`config.mk`:
```
export PLATFORM = sky130hd
export DESIGN_NAME = vec_addr_seq
export DESIGN_NICKNAME = d
export VERILOG_FILES = /design/src/rtl/vas_pkg.sv /design/src/rtl/vas_cmd_check.sv /design/src/rtl/vas_issue_ctrl.sv /design/src/rtl/vas_load_ext.sv /design/src/rtl/vec_addr_seq.sv
export SDC_FILE = /design/constraint.sdc
export NUM_CORES = 1
export LEC_CHECK = 0
export BUFFER_PORTS_ARGS = -buffer_cell sky130_fd_sc_hd__buf_2
export CAP_MARGIN = 5
export CORE_MARGIN = 3
export CORE_UTILIZATION = 40
export CTS_CLUSTER_SIZE = 25
export DETAILED_ROUTE_END_ITERATION = 7
export SLEW_MARGIN = 20
export SYNTH_ARGS = -nofsm -noshare
export SYNTH_HDL_FRONTEND = slang
export SYNTH_SLANG_ARGS = --single-unit
```
`constraint.sdc`:
```
create_clock -name clk -period 3.7 [get_ports clk]
set_input_delay 0.74 -clock clk [delete_from_list [all_inputs] [get_ports clk]]
set_output_delay 0.74 -clock clk [all_outputs]
set_load 0.01 [all_outputs]
```
`src/rtl/vas_pkg.sv`:
```
// Shared types for the vector address sequencer.
// Assumes element sizes are powers of two from 1 to 8 bytes.
package vas_pkg;
    typedef enum logic [1:0] {
        SZ_BYTE = 2'd0,
        SZ_HALF = 2'd1,
        SZ_WORD = 2'd2,
        SZ_DBL  = 2'd3
    } elem_size_e;

    // Per-command settings that outlive the start strobe.
    typedef struct packed {
        elem_size_e size;
        logic       sext;
        logic       write;
    } cmd_cfg_t;
endpackage

```
`src/rtl/vas_cmd_check.sv`:
```
// Command legality and increment selection.
// Purely combinational. Assumes size codes 0..3 mean 1, 2, 4 and 8 bytes.
module vas_cmd_check #(
    parameter int ADDR_W = 64
) (
    input  logic              strided_i,
    input  logic [ADDR_W-1:0] stride_i,
    input  vas_pkg::elem_size_e size_i,
    input  logic              fp_elem_i,
    input  logic              wide_int_en_i,
    input  logic              fp_en_i,
    output logic              legal_o,
    output logic [ADDR_W-1:0] step_o
);
    import vas_pkg::*;

    logic fp_block;
    logic wide_block;

    // Decide whether the enables permit this element type.
    always_comb begin
        fp_block   = fp_elem_i && !fp_en_i;
        wide_block = !fp_elem_i && (size_i == SZ_DBL) && !wide_int_en_i;
        legal_o    = !fp_block && !wide_block;
    end

    // Pick the per-element address increment.
    always_comb begin
        if (strided_i) step_o = stride_i;
        else           step_o = ADDR_W'(1) << size_i;
    end
endmodule

```
`src/rtl/vas_issue_ctrl.sv`:
```
// Element issue controller: holds the running address and lane index,
// advances on each handshake, and raises done or fault pulses.
// Assumes the vector length has already been clamped to MAX_LANES.
module vas_issue_ctrl #(
    parameter int ADDR_W    = 64,
    parameter int MAX_LANES = 32,
    localparam int LANE_W   = $clog2(MAX_LANES),
    localparam int CNT_W    = $clog2(MAX_LANES + 1)
) (
    input  logic              clk,
    input  logic              rst_n,
    input  logic              start_i,
    input  logic              legal_i,
    input  logic [ADDR_W-1:0] base_i,
    input  logic [ADDR_W-1:0] step_i,
    input  logic [CNT_W-1:0]  count_i,
    input  logic              req_ready_i,
    output logic              req_valid_o,
    output logic [ADDR_W-1:0] req_addr_o,
    output logic [LANE_W-1:0] req_lane_o,
    output logic              accept_o,
    output logic              done_o,
    output logic              fault_o
);
    logic              busy_q;
    logic [ADDR_W-1:0] addr_q;
    logic [ADDR_W-1:0] step_q;
    logic [LANE_W-1:0] lane_q;
    logic [LANE_W-1:0] last_q;
    logic              fire;
    logic              at_last;

    // Handshake and end-of-sequence detection.
    always_comb begin
        accept_o = start_i && !busy_q;
        fire     = busy_q && req_ready_i;
        at_last  = (lane_q == last_q);
    end

    // Sequencing state: idle/busy, address, lane and the completion pulses.
    always_ff @(posedge clk) begin
        if (!rst_n) begin
            busy_q  <= 1'b0;
            addr_q  <= '0;
            step_q  <= '0;
            lane_q  <= '0;
            last_q  <= '0;
            done_o  <= 1'b0;
            fault_o <= 1'b0;
        end else begin
            done_o  <= 1'b0;
            fault_o <= 1'b0;
            if (accept_o) begin
                if (!legal_i) begin
                    fault_o <= 1'b1;
                end else if (count_i == '0) begin
                    done_o <= 1'b1;
                end else begin
                    busy_q <= 1'b1;
                    addr_q <= base_i;
                    step_q <= step_i;
                    lane_q <= '0;
                    last_q <= LANE_W'(count_i - CNT_W'(1));
                end
            end else if (fire) begin
                addr_q <= addr_q + step_q;
                if (at_last) begin
                    busy_q <= 1'b0;
                    done_o <= 1'b1;
                end else begin
                    lane_q <= lane_q + LANE_W'(1);
                end
            end
        end
    end

    // Present the held request.
    always_comb begin
        req_valid_o = busy_q;
        req_addr_o  = addr_q;
        req_lane_o  = lane_q;
    end
endmodule

```
`src/rtl/vas_load_ext.sv`:
```
// Load write-back extension stage: one register of delay, widening each
// narrow element with sign or zero fill. One generate branch per size code.
// Assumes DATA_W is 64 so that size code 3 is a full-width element.
module vas_load_ext #(
    parameter int DATA_W = 64,
    parameter int LANE_W = 5
) (
    input  logic              clk,
    input  logic              rst_n,
    input  vas_pkg::elem_size_e size_i,
    input  logic              sext_i,
    input  logic              rsp_valid_i,
    input  logic [LANE_W-1:0] rsp_lane_i,
    input  logic [DATA_W-1:0] rsp_data_i,
    output logic              wb_valid_o,
    output logic [LANE_W-1:0] wb_lane_o,
    output logic [DATA_W-1:0] wb_data_o
);
    localparam int NUM_SZ = 4;

    logic [DATA_W-1:0] cand [NUM_SZ];

    for (genvar g = 0; g < NUM_SZ; g++) begin : g_width
        localparam int EW = 8 << g;
        if (EW >= DATA_W) begin : g_full
            // Full-width element passes through unchanged.
            always_comb cand[g] = rsp_data_i;
        end else begin : g_narrow
            // Fill upper bits with the element's top bit or with zero.
            always_comb begin
                cand[g] = {{(DATA_W-EW){sext_i && rsp_data_i[EW-1]}},
                           rsp_data_i[EW-1:0]};
            end
        end
    end

    // Register the selected width together with its lane.
    always_ff @(posedge clk) begin
        if (!rst_n) begin
            wb_valid_o <= 1'b0;
            wb_lane_o  <= '0;
            wb_data_o  <= '0;
        end else begin
            wb_valid_o <= rsp_valid_i;
            if (rsp_valid_i) begin
                wb_lane_o <= rsp_lane_i;
                wb_data_o <= cand[size_i];
            end
        end
    end
endmodule

```
`src/rtl/vec_addr_seq.sv`:
```
// Vector strided memory address sequencer top.
// Validates a command, clamps its length, issues one request per lane and
// extends returned load data. Assumes start_i is ignored while busy.
module vec_addr_seq #(
    parameter int ADDR_W    = 64,
    parameter int MAX_LANES = 32,
    parameter int VLEN_W    = 16,
    localparam int LANE_W   = $clog2(MAX_LANES),
    localparam int CNT_W    = $clog2(MAX_LANES + 1)
) (
    input  logic              clk,
    input  logic              rst_n,
    input  logic              start_i,
    input  logic [ADDR_W-1:0] base_i,
    input  logic [ADDR_W-1:0] stride_i,
    input  logic              strided_i,
    input  logic [1:0]        size_i,
    input  logic              signed_i,
    input  logic              fp_elem_i,
    input  logic              store_i,
    input  logic [VLEN_W-1:0] vlen_i,
    input  logic              wide_int_en_i,
    input  logic              fp_en_i,
    output logic              req_valid_o,
    input  logic              req_ready_i,
    output logic [ADDR_W-1:0] req_addr_o,
    output logic [LANE_W-1:0] req_lane_o,
    output logic [1:0]        req_size_o,
    output logic              req_write_o,
    output logic              done_o,
    output logic              fault_o,
    input  logic              rsp_valid_i,
    input  logic [LANE_W-1:0] rsp_lane_i,
    input  logic [ADDR_W-1:0] rsp_data_i,
    output logic              wb_valid_o,
    output logic [LANE_W-1:0] wb_lane_o,
    output logic [ADDR_W-1:0] wb_data_o
);
    import vas_pkg::*;

    logic              legal;
    logic [ADDR_W-1:0] step;
    logic [CNT_W-1:0]  count;
    logic              accept;
    elem_size_e        size_e;
    cmd_cfg_t          cfg_q;

    // Map the raw size field onto the package type.
    always_comb size_e = elem_size_e'(size_i);

    // Limit the requested length to the lanes that exist.
    always_comb begin
        if (vlen_i > VLEN_W'(MAX_LANES)) count = CNT_W'(MAX_LANES);
        else                             count = CNT_W'(vlen_i);
    end

    vas_cmd_check #(.ADDR_W(ADDR_W)) u_check (
        .strided_i     (strided_i),
        .stride_i      (stride_i),
        .size_i        (size_e),
        .fp_elem_i     (fp_elem_i),
        .wide_int_en_i (wide_int_en_i),
        .fp_en_i       (fp_en_i),
        .legal_o       (legal),
        .step_o        (step)
    );

    vas_issue_ctrl #(.ADDR_W(ADDR_W), .MAX_LANES(MAX_LANES)) u_issue (
        .clk         (clk),
        .rst_n       (rst_n),
        .start_i     (start_i),
        .legal_i     (legal),
        .base_i      (base_i),
        .step_i      (step),
        .count_i     (count),
        .req_ready_i (req_ready_i),
        .req_valid_o (req_valid_o),
        .req_addr_o  (req_addr_o),
        .req_lane_o  (req_lane_o),
        .accept_o    (accept),
        .done_o      (done_o),
        .fault_o     (fault_o)
    );

    // Keep size, signedness and direction of the accepted command.
    always_ff @(posedge clk) begin
        if (!rst_n) begin
            cfg_q <= '{size: SZ_BYTE, sext: 1'b0, write: 1'b0};
        end else if (accept) begin
            cfg_q <= '{size: size_e, sext: signed_i, write: store_i};
        end
    end

    // Request attributes follow the held command.
    always_comb begin
        req_size_o  = cfg_q.size;
        req_write_o = cfg_q.write;
    end

    vas_load_ext #(.DATA_W(ADDR_W), .LANE_W(LANE_W)) u_ext (
        .clk         (clk),
        .rst_n       (rst_n),
        .size_i      (cfg_q.size),
        .sext_i      (cfg_q.sext),
        .rsp_valid_i (rsp_valid_i),
        .rsp_lane_i  (rsp_lane_i),
        .rsp_data_i  (rsp_data_i),
        .wb_valid_o  (wb_valid_o),
        .wb_lane_o   (wb_lane_o),
        .wb_data_o   (wb_data_o)
    );
endmodule

```
==> insert_results.sql, run 1 <==
INSERT INTO impl_metrics (metric_group, metric, value, unit) VALUES
('floorplan', 'floorplan.initialDensity', '0.407', ''),
('floorplan', 'top_level_ports', '371', ''),
('clocking', 'tritoncts.num_buffers', '25', ''),
('placement', 'port_buffers', '370', ''),
('floorplan', 'rows', '65', ''),
('sta', 'hold_viol', '0', ''),
('logic_synthesis', 'syn-num-nets', '1997', ''),
('detailed_routing', 'starting_drt_drc_count', '880', ''),
('logic_synthesis', 'synth-warning-count', '0', ''),
('sta', 'timing.max_slew.rel_slack', '0.378', ''),
('clocking', 'max-clock-path-buffers', '3', ''),
('setup_path', 'end_kind', 'register', ''),
('hold_path', 'min-delay-path-class', 'primary input to register', ''),
('sta', 'rsz0062_at_grt', 'false', ''),
('setup_path', 'setup.worst_path.class', 'register to register', ''),
('layout', 'finish.utilization', '0.498', ''),
('clocking', 'postCtsResizedCells', '0', ''),
('global_route', 'grt_antenna_before_repair', '4', ''),
('detailed_routing', 'post_drt_via_cell_ratio', '5.61', ''),
('logic_synthesis', 'postSynthAreaPerCell', '7.58', 'µm²'),
('logic_synthesis', 'synth_async_sr_flop_share', '0', ''),
('outcome', 'outcome', 'finished, final reports clean', ''),
('logic_synthesis', 'syn_inst', '1704', ''),
('power', 'total_power_per_unit_cell_area', '414', 'nW/µm²'),
('logic_synthesis', 'post_synth_edffs', '0', ''),
('hold_path', 'worst_hold_path.num_cells', '3', ''),
('floorplan', 'fp.dieArea', '34500', 'µm²'),
('detailed_routing', 'final_routed_wirelength', '46000', 'µm'),
('clocking', 'clk_pin_slew', '0.06', 'ns'),
('detailed_routing', 'drt_pre_antenna_iters', '5', ''),
('floorplan', 'die_width', '186', 'µm'),
('sta', 'fmaxAchievable', '0.292', 'GHz'),
('job', 'timing.max_cap.violations', '0', ''),
('floorplan', 'height_of_the_chip', '186', 'µm'),
('logic_synthesis', 'ys_dominant_reg_cell', 'sky130_fd_sc_hd__dfxtp_1', ''),
('sta', 'setup_viol_count_final', '0', ''),
('sta', 'timing.final.crit_share', '0.925', ''),
('clocking', 'cts_root_buf', 'sky130_fd_sc_hd__clkbuf_16', ''),
('detailed_routing', 'detail_route.wl_per_cell', '19.0', 'µm'),
('layout', 'layout.filler_cells', '3255', ''),
('clocking', 'tritoncts', 'done', ''),
('logic_synthesis', 'total_of_flip_flops_plus_latches_after_synthesis', '215', ''),
('detailed_routing', 'vias', '13600', ''),
('sta', 'drv_slew', '0', ''),
('global_route', 'grt-ovfl-total', '0', ''),
('logic_synthesis', 'synthDistinctLibCells', '84', ''),
('layout', 'drive_gt1_frac', '0.236', ''),
('layout', 'num-nets-final', '2291', ''),
('setup_path', 'worst-path-max-fanout', '4', ''),
('logic_synthesis', 'synth.cell_area', '12900', 'µm²'),
('logic_synthesis', 'synth-seq-area-share', '0.333', ''),
('global_route', 'total_global_route_track_usage', '0.253', ''),
('sta', 'period_minus_slack', '3.42', 'ns'),
('sta', 'setup_tns', '0', 'ns'),
('clocking', 'holdBufCountCts', '0', ''),
('setup_path', 'worst_case_reg_to_reg_path_depth', '11', ''),
('placement', 'finalWeightedCongestion', '0.976', ''),
('setup_path', 'arrival', '3.85', 'ns'),
('global_route', 'grt_max_degree', '87', ''),
('placement', 'place.detailed.hpwl', '34200', 'µm'),
('detailed_routing', 'route.detailed.drc', '0', ''),
('setup_path', 'worst-endpoint-required', '4.13', 'ns'),
('global_route', 'grt_pass1_wl', '71000', 'µm'),
('floorplan', 'design.core.area', '31700', 'µm²'),
('sta', 'tightest_slew', '0.933', 'ns'),
('layout', 'area_delta_synth_final', '22.3', '%'),
('sta', 'worst_clock_skew', '0.00995', 'ns'),
('power', 'peakVddDrop', '0.347', 'mV'),
('clocking', 'number_of_buffers_inserted_to_repair_setup_after_cts', '0', ''),
('clocking', 'clock-sinks', '215', ''),
('clocking', 'htree_num_levels', '1', ''),
('global_route', 'grt_pass1_vias', '13200', ''),
('clocking', 'worst_skew_pair.late_latency', '0.54', 'ns'),
('setup_path', 'worst_setup_path_start_kind', 'register', ''),
('power', 'leakage', '7.15', 'nW'),
('detailed_routing', 'route.antenna.remaining_nets', '0', '');
==> stage by stage <==
step	cells	cell area [µm²]	total power (W)	hold WS [ns]	setup WS, ns
floorplan	1704	12900	0.00356	0.436	0.733
global placement	2373	15000	0.00408	0.449	0.389
detailed placement	2373	15000	0.00410	0.453	0.287
CTS	2417	15800	0.00659	0.423	0.350
global route	2418	15800	0.00686	0.439	0.131
finish	2420	15800	0.00654	0.449	0.279
==> kinds of logic after synthesis <==
logic type,count (synthesis),share of synthesized area
AND/OR/NAND/NOR,633,0.220
XOR/XNOR,65,0.0441
buffers and inverters,144,0.0467
multiplexers,18,0.0141
adder cells (fa/ha/maj),67,0.0655
AO/OA/AOI/OAI,562,0.276
flip-flops,215,0.333
==> cells in the mapped netlist (26+ instances only) <==
cell	number	area, µm²
sky130_fd_sc_hd__a21oi_1	210	1050
sky130_fd_sc_hd__o21ai_0	130	651
sky130_fd_sc_hd__clkbuf_1	84	315
sky130_fd_sc_hd__dfxtp_1	215	4300
sky130_fd_sc_hd__xnor2_1	39	342
sky130_fd_sc_hd__nor2_1	80	300
sky130_fd_sc_hd__nand3_1	80	400
sky130_fd_sc_hd__xor2_1	26	228
sky130_fd_sc_hd__a21o_1	30	225
sky130_fd_sc_hd__nand2_1	353	1330
sky130_fd_sc_hd__ha_1	66	826
sky130_fd_sc_hd__a21boi_0	30	225
==> worst paths after layout <==
path	from	endpoint	slack, ns
max reg2reg	u_issue.req_addr_o[0]$_SDFFE_PN0P_	u_issue.req_addr_o[52]$_SDFFE_PN0P_	0.28
min	rsp_data_i[9]	u_ext.wb_data_o[9]$_SDFFE_PN0P_	0.45
max	u_issue.req_addr_o[0]$_SDFFE_PN0P_	u_issue.req_addr_o[52]$_SDFFE_PN0P_	0.28
min reg2reg	u_issue.step_q[38]$_SDFFE_PN0P_	u_issue.step_q[38]$_SDFFE_PN0P_	0.46
==> power breakdown <==
part	switching [W]	internal [W]
Combinational	0.000880	0.000554
Clock	0.00102	0.00146
Sequential	0.000139	0.00249
Total	0.00204	0.00450
==> state kept, by name, summed over array words and instances, names as in the netlist, 2 cells and up <==
name,count
u_ext.wb_data_o,64
u_issue.req_addr_o,64
u_issue.step_q,64
u_ext.wb_lane_o,5
u_issue.last_q,5
u_issue.req_lane_o,5
req_size_o,2
==> critical path, cell delays in order (launching register included) <==
cell and delay, ns:
sky130_fd_sc_hd__dfxtp_1 0.34, sky130_fd_sc_hd__ha_1 0.27, sky130_fd_sc_hd__fa_1 0.44, sky130_fd_sc_hd__a211oi_1 0.36
sky130_fd_sc_hd__o211ai_1 0.22, sky130_fd_sc_hd__a21oi_4 0.28, sky130_fd_sc_hd__o21ai_4 0.13, sky130_fd_sc_hd__nand3_1 0.20
sky130_fd_sc_hd__a21oi_1 0.17, sky130_fd_sc_hd__or3b_2 0.50, sky130_fd_sc_hd__xnor2_1 0.15, sky130_fd_sc_hd__a221oi_1 0.25
==> metal layers <==
layer / up-vias / global-route usage / routed length, µm
met3: 70 / 0.0508 / 3140
met1: 6400 / 0.348 / 20800
met5: - / 0 / 26
li1: 6649 / - / -
met4: 4 / 0.0584 / 1070
met2: 457 / 0.411 / 20900
==> cell usage in the layout (no fill, tap or decap), drive strengths merged, types with 17 or more instances in the layout <==
master / instances
nor2b: 19
xnor2: 39
buf: 395
nor3: 18
nand2: 354
clkbuf: 40
o211ai: 17
a221oi: 24
a21boi: 30
a21oi: 215
ha: 66
nor2: 82
mux2i: 17
nand3: 81
a21o: 30
o21ai: 142
nand4: 24
o21bai: 18
xor2: 26
inv: 18
dfxtp: 215
==> layout make-up <==
| cell class | count | area [µm²] | share of cell area |
|---|---|---|---|
| clock buffer | 40 | 752 | 0.0476 |
| inverter | 16 | 60.1 | 0.00380 |
| timing repair buffer | 395 | 2080 | 0.132 |
| multi-input combinational | 1345 | 8020 | 0.508 |
| antenna | 3 | 7.51 | 0.000475 |
| sequential | 215 | 4300 | 0.273 |
| tap | 402 | 503 | 0.0319 |
| clock inverter | 4 | 63.8 | 0.00404 |
No activity file was read; power rests on OpenSTA's default activity.
==> inputs of run 2 (changes only) <==
PLACE_DENSITY = 0.74   (was unset)
==> run 2 against run 1 <==
Compared with the run above: core utilization grew 0.095 points; first-iteration DRC count grew 34%; cell count is essentially flat; flip-flop and latch count is the same; global-route usage shrank 0.97 points; fmax grew 2.6%; via count grew 1.0%; die area is the same; power grew 0.89%; largest power group unchanged.
==> insert_results.sql, run 2 (same netlist as run 1, synthesis figures left out) <==
INSERT INTO impl_metrics (metric_group, metric, value, unit) VALUES
('outcome', 'outcome', 'finished, final reports clean', ''),
('sta', 'rsz0062_at_grt', 'false', ''),
('sta', 'setup_tns', '0', 'ns'),
('detailed_routing', 'route.detailed.drc', '0', ''),
('placement', 'place.detailed.hpwl', '33300', 'µm'),
('global_route', 'total_global_route_track_usage', '0.243', ''),
('hold_path', 'timing.hold.worst.start', 'rsp_data_i[8]', ''),
('clocking', 'htree_num_levels', '1', ''),
('power', 'total_power_per_unit_cell_area', '417', 'nW/µm²'),
('floorplan', 'floorplan.initialDensity', '0.407', ''),
('layout', 'finalNonFillerCells', '2421', ''),
('clocking', 'number_of_buffers_inserted_to_repair_setup_after_cts', '0', ''),
('setup_path', 'r2r-start', 'u_issue.req_addr_o[0]$_SDFFE_PN0P_', ''),
('clocking', 'clk_pin_slew', '0.06', 'ns'),
('global_route', 'grt_pass1_vias', '12700', ''),
('clocking', 'worst_skew_pair.late_latency', '0.52', 'ns'),
('floorplan', 'top_level_ports', '371', ''),
('sta', 'drv_slew', '0', ''),
('power', 'peakVddDrop', '0.372', 'mV'),
('detailed_routing', 'final_routed_wirelength', '44700', 'µm'),
('global_route', 'grt_max_degree', '88', ''),
('layout', 'final_common_cell', 'sky130_fd_sc_hd__buf_2', ''),
('clocking', 'holdBufCountCts', '0', ''),
('clocking', 'postCtsResizedCells', '0', ''),
('setup_path', 'worst-path-max-fanout', '4', ''),
('sta', 'hold_viol', '0', ''),
('hold_path', 'min-delay-path-class', 'primary input to register', ''),
('sta', 'setup_viol_count_final', '0', ''),
('global_route', 'grt_antenna_before_repair', '2', ''),
('detailed_routing', 'drt_pre_antenna_iters', '5', ''),
('detailed_routing', 'post_drt_via_cell_ratio', '5.67', ''),
('sta', 'tightest_slew', '0.974', 'ns'),
('sta', 'worst_clock_skew', '0.00918', 'ns'),
('floorplan', 'fp.dieArea', '34500', 'µm²'),
('clocking', 'tritoncts.num_buffers', '25', ''),
('sta', 'period_minus_slack', '3.33', 'ns'),
('sta', 'timing.final.crit_share', '0.901', ''),
('global_route', 'grt-ovfl-total', '0', ''),
('sta', 'finalHoldWorstSlack', '0.452', 'ns'),
('global_route', 'grt_pass1_wl', '68300', 'µm'),
('detailed_routing', 'route.antenna.remaining_nets', '0', ''),
('setup_path', 'setup.worst_path.class', 'register to register', ''),
('floorplan', 'height_of_the_chip', '186', 'µm'),
('power', 'design_power_total', '0.00660', 'W'),
('floorplan', 'die_width', '186', 'µm'),
('sta', 'fmaxAchievable', '0.300', 'GHz'),
('clocking', 'tritoncts', 'done', ''),
('placement', 'finalWeightedCongestion', '0.941', ''),
('job', 'timing.max_cap.violations', '0', ''),
('layout', 'area_delta_synth_final', '22.5', '%'),
('layout', 'num-nets-final', '2291', ''),
('layout', 'layout.cells.most_common_list', '369 x sky130_fd_sc_hd__buf_2, 352 x sky130_fd_sc_hd__nand2_1, 215 x sky130_fd_sc_hd__dfxtp_1', ''),
('floorplan', 'design.core.area', '31700', 'µm²'),
('detailed_routing', 'starting_drt_drc_count', '1177', ''),
('clocking', 'cts_root_buf', 'sky130_fd_sc_hd__clkbuf_16', ''),
('setup_path', 'worst_setup_path_start_kind', 'register', ''),
('detailed_routing', 'vias', '13700', ''),
('detailed_routing', 'detail_route.wl_per_cell', '18.5', 'µm'),
('clocking', 'clock-sinks', '215', ''),
('placement', 'port_buffers', '370', ''),
('setup_path', 'end_kind', 'register', ''),
('setup_path', 'arrival', '3.75', 'ns'),
('floorplan', 'rows', '65', ''),
('placement', 'post-place-cells', '2373', ''),
('sta', 'timing.max_slew.rel_slack', '0.350', ''),
('setup_path', 'timing.critical_path.from', 'u_issue.req_addr_o[0]$_SDFFE_PN0P_', ''),
('power', 'leakage', '7.17', 'nW'),
('layout', 'drive_gt1_frac', '0.236', ''),
('clocking', 'max-clock-path-buffers', '3', ''),
('setup_path', 'worst-endpoint-required', '4.12', 'ns');
-- run 2: worst paths after layout --
| path | end | depth (start not counted) | slack, ns |
|---|---|---|---|
| max | u_issue.req_addr_o[52]$_SDFFE_PN0P_ | 11 | 0.37 |
| min | u_ext.wb_data_o[8]$_SDFFE_PN0P_ | 3 | 0.45 |
| max reg2reg | u_issue.req_addr_o[52]$_SDFFE_PN0P_ | 11 | 0.37 |
| min reg2reg | u_issue.step_q[11]$_SDFFE_PN0P_ | 2 | 0.46 |
-- run 2: critical path: stages, from the launching register on --
cell and delay, ns:
sky130_fd_sc_hd__dfxtp_1 0.33, sky130_fd_sc_hd__ha_1 0.25, sky130_fd_sc_hd__fa_1 0.45, sky130_fd_sc_hd__a211oi_1 0.33, sky130_fd_sc_hd__o211ai_1 0.22, sky130_fd_sc_hd__a21oi_4 0.32, sky130_fd_sc_hd__o21ai_4 0.13, sky130_fd_sc_hd__nand3_1 0.18
sky130_fd_sc_hd__a21oi_1 0.17, sky130_fd_sc_hd__or3b_2 0.49, sky130_fd_sc_hd__xnor2_1 0.15, sky130_fd_sc_hd__a221oi_1 0.24
-- run 2: cell type report --
class	instances	area (µm²)
Inverter	16	60.1
Timing Repair Buffer	395	2090
Fill cell	3091	15900
Tap cell	402	503
Clock inverter	7	114
Clock buffer	38	724
Multi-Input combinational cell	1345	8020
Antenna cell	3	7.51
Sequential cell	215	4300
-- run 2: report_power, final --
part           internal (W)  leakage (nW)  switching (W)
Clock               0.00155         0.412       0.000978
Combinational      0.000556          4.99       0.000884
Sequential          0.00249          1.77       0.000142
-- run 2: routing by layer --
| layer | global-route usage | vias to the layer above | part of all wire |
|---|---|---|---|
| met3 | 0.0473 | 86 | 0.076 |
| met2 | 0.388 | 574 | 0.46 |
| met5 | 0 | - | 0.00029 |
| li1 | - | 6651 | - |
| met1 | 0.333 | 6406 | 0.44 |
| met4 | 0.0766 | 2 | 0.032 |
-- run 2: per-stage QoR --
step / setup slack, ns / utilization / instance area, µm²
2_1_floorplan: 0.733 / - / 12900
3_3_place_gp: 0.442 / 0.471 / 15000
3_5_place_dp: 0.207 / 0.472 / 15000
4_1_cts: 0.397 / 0.499 / 15800
5_1_grt: 0.188 / 0.499 / 15800
6_report: 0.367 / 0.499 / 15800
==> inputs of run 3 (changes only) <==
MAX_ROUTING_LAYER = met4   (was unset)
==> run 3 against run 2 <==
Compared with the run above: routed wire length is 0.99% higher; count of clock-buffer cells in the layout fell by 3; clock power rose by 2%.
==> insert_results.sql, run 3 (same netlist as run 1, synthesis figures left out) <==
INSERT INTO impl_metrics (metric_group, metric, value, unit) VALUES
('layout', 'layout.cells.most_common_list', '369 x sky130_fd_sc_hd__buf_2, 352 x sky130_fd_sc_hd__nand2_1, 215 x sky130_fd_sc_hd__dfxtp_1', ''),
('setup_path', 'regToRegSetupSlack', '0.35', 'ns'),
('power', 'total_power_per_unit_cell_area', '420', 'nW/µm²'),
('detailed_routing', 'final_routed_wirelength', '45100', 'µm'),
('global_route', 'grt_pass1_wl', '68900', 'µm'),
('setup_path', 'worst-path-max-fanout', '4', ''),
('sta', 'timing.max_slew.rel_slack', '0.386', ''),
('sta', 'setup_viol_count_final', '0', ''),
('floorplan', 'die_width', '186', 'µm'),
('sta', 'final.setup.worst_slack', '0.346', 'ns'),
('floorplan', 'top_level_ports', '371', ''),
('detailed_routing', 'post_drt_via_cell_ratio', '5.69', ''),
('floorplan', 'height_of_the_chip', '186', 'µm'),
('clocking', 'worst_skew_pair.late_latency', '0.54', 'ns'),
('outcome', 'outcome', 'finished, final reports clean', ''),
('sta', 'fmaxAchievable', '0.298', 'GHz'),
('setup_path', 'worst-endpoint-required', '4.13', 'ns'),
('power', 'leakage', '7.18', 'nW'),
('layout', 'area_delta_synth_final', '22.7', '%'),
('setup_path', 'end_kind', 'register', ''),
('detailed_routing', 'route.antenna.remaining_nets', '0', ''),
('sta', 'period_minus_slack', '3.35', 'ns'),
('setup_path', 'arrival', '3.78', 'ns'),
('clocking', 'htree_num_levels', '1', ''),
('hold_path', 'min-delay-path-class', 'primary input to register', ''),
('clocking', 'clock-sinks', '215', ''),
('power', 'peakVddDrop', '0.356', 'mV'),
('global_route', 'total_global_route_track_usage', '0.253', ''),
('clocking', 'clk_pin_slew', '0.06', 'ns'),
('clocking', 'cts_root_buf', 'sky130_fd_sc_hd__clkbuf_16', ''),
('clocking', 'postCtsResizedCells', '0', ''),
('placement', 'port_buffers', '370', ''),
('sta', 'tightest_slew', '0.922', 'ns'),
('layout', 'drive_gt1_frac', '0.238', ''),
('sta', 'rsz0062_at_grt', 'false', ''),
('detailed_routing', 'route.detailed.drc', '0', ''),
('layout', 'final_common_cell', 'sky130_fd_sc_hd__buf_2', ''),
('floorplan', 'floorplan.initialDensity', '0.407', ''),
('detailed_routing', 'detail_route.wl_per_cell', '18.6', 'µm'),
('sta', 'worst_clock_skew', '0.0151', 'ns'),
('global_route', 'grt_antenna_before_repair', '1', ''),
('setup_path', 'setup.worst_path.class', 'register to register', ''),
('floorplan', 'rows', '65', ''),
('clocking', 'max-clock-path-buffers', '3', ''),
('global_route', 'grt_max_degree', '75', ''),
('placement', 'place.detailed.hpwl', '33900', 'µm'),
('clocking', 'number_of_buffers_inserted_to_repair_setup_after_cts', '0', ''),
('job', 'timing.max_cap.violations', '0', ''),
('detailed_routing', 'vias', '13800', ''),
('clocking', 'tritoncts.num_buffers', '25', ''),
('layout', 'finalNonFillerCells', '2421', ''),
('clocking', 'holdBufCountCts', '0', ''),
('placement', 'placement_stage_worst_setup_slack', '0.284', 'ns'),
('sta', 'timing.final.crit_share', '0.907', ''),
('sta', 'drv_slew', '0', ''),
('placement', 'post-place-cells', '2374', ''),
('clocking', 'tritoncts', 'done', ''),
('sta', 'hold_viol', '0', ''),
('floorplan', 'design.core.area', '31700', 'µm²'),
('detailed_routing', 'drt_pre_antenna_iters', '6', ''),
('global_route', 'grt-ovfl-total', '0', ''),
('placement', 'finalWeightedCongestion', '0.999', ''),
('detailed_routing', 'starting_drt_drc_count', '1023', ''),
('sta', 'setup_tns', '0', 'ns'),
('floorplan', 'fp.dieArea', '34500', 'µm²'),
('global_route', 'grt_pass1_vias', '13000', ''),
('layout', 'layout.filler_cells', '3058', ''),
('setup_path', 'worst_setup_path_start_kind', 'register', ''),
('layout', 'num-nets-final', '2293', '');
run 3: changes by cell type in the layout (fill, tap and decap cells not counted), sizes merged:
cell      delta
clkinvlp     +1
diode        -1
inv          +1
clkbuf       -3
buf          +2
run 3: cell type report:
type                            count  area (µm²)  area share
Sequential cell                   215        4300       0.272
Multi-Input combinational cell   1345        8020       0.506
Clock inverter                      9         130     0.00821
Clock buffer                       35         713      0.0450
Timing Repair Buffer              397        2110       0.133
Inverter                           16        60.1     0.00379
Tap cell                          402         503      0.0317
Antenna cell                        2        5.00    0.000316
run 3: final timing paths:
| check | startpoint | to | depth (start not counted) |
|---|---|---|---|
| worst min register to register | u_issue.step_q[6]$_SDFFE_PN0P_ | u_issue.step_q[6]$_SDFFE_PN0P_ | 2 |
| worst min-delay path | rsp_data_i[11] | u_ext.wb_data_o[11]$_SDFFE_PN0P_ | 3 |
| worst max-delay path | u_issue.req_addr_o[0]$_SDFFE_PN0P_ | u_issue.req_addr_o[52]$_SDFFE_PN0P_ | 11 |
| worst max register to register | u_issue.req_addr_o[0]$_SDFFE_PN0P_ | u_issue.req_addr_o[52]$_SDFFE_PN0P_ | 11 |
run 3: routing by layer:
metal,track usage,vias to the layer above,part of all wire
met4,0.0629,0,0.028
met3,0.0436,80,0.072
met1,0.333,6487,0.44
li1,-,6660,-
met5,-,-,0
met2,0.406,537,0.46
run 3: critical path, stage by stage (launching register included):
cell	delay [ns]
sky130_fd_sc_hd__dfxtp_1	0.32
sky130_fd_sc_hd__ha_1	0.25
sky130_fd_sc_hd__fa_1	0.44
sky130_fd_sc_hd__a211oi_1	0.34
sky130_fd_sc_hd__o211ai_1	0.20
sky130_fd_sc_hd__a21oi_4	0.30
sky130_fd_sc_hd__o21ai_4	0.13
sky130_fd_sc_hd__nand3_1	0.19
sky130_fd_sc_hd__a21oi_1	0.18
sky130_fd_sc_hd__or3b_2	0.52
sky130_fd_sc_hd__xnor2_1	0.14
sky130_fd_sc_hd__a221oi_1	0.25
run 3: where the power goes:
part / internal, W / total [W] / switching, W
combinational: 0.000559 / 0.00145 / 0.000887
sequential: 0.00249 / 0.00263 / 0.000141
clock: 0.00155 / 0.00257 / 0.00103
total: 0.00459 / 0.00665 / 0.00205
run 3: per-stage QoR:
stage	instance area, µm²	hold slack [ns]	util	power (W)
2_1_floorplan	12900	0.436	-	0.00356
3_3_place_gp	15000	0.444	0.472	0.00408
3_5_place_dp	15000	0.452	0.472	0.00411
4_1_cts	15800	0.421	0.499	0.00669
5_1_grt	15800	0.451	0.499	0.00693
6_report	15800	0.456	0.500	0.00665
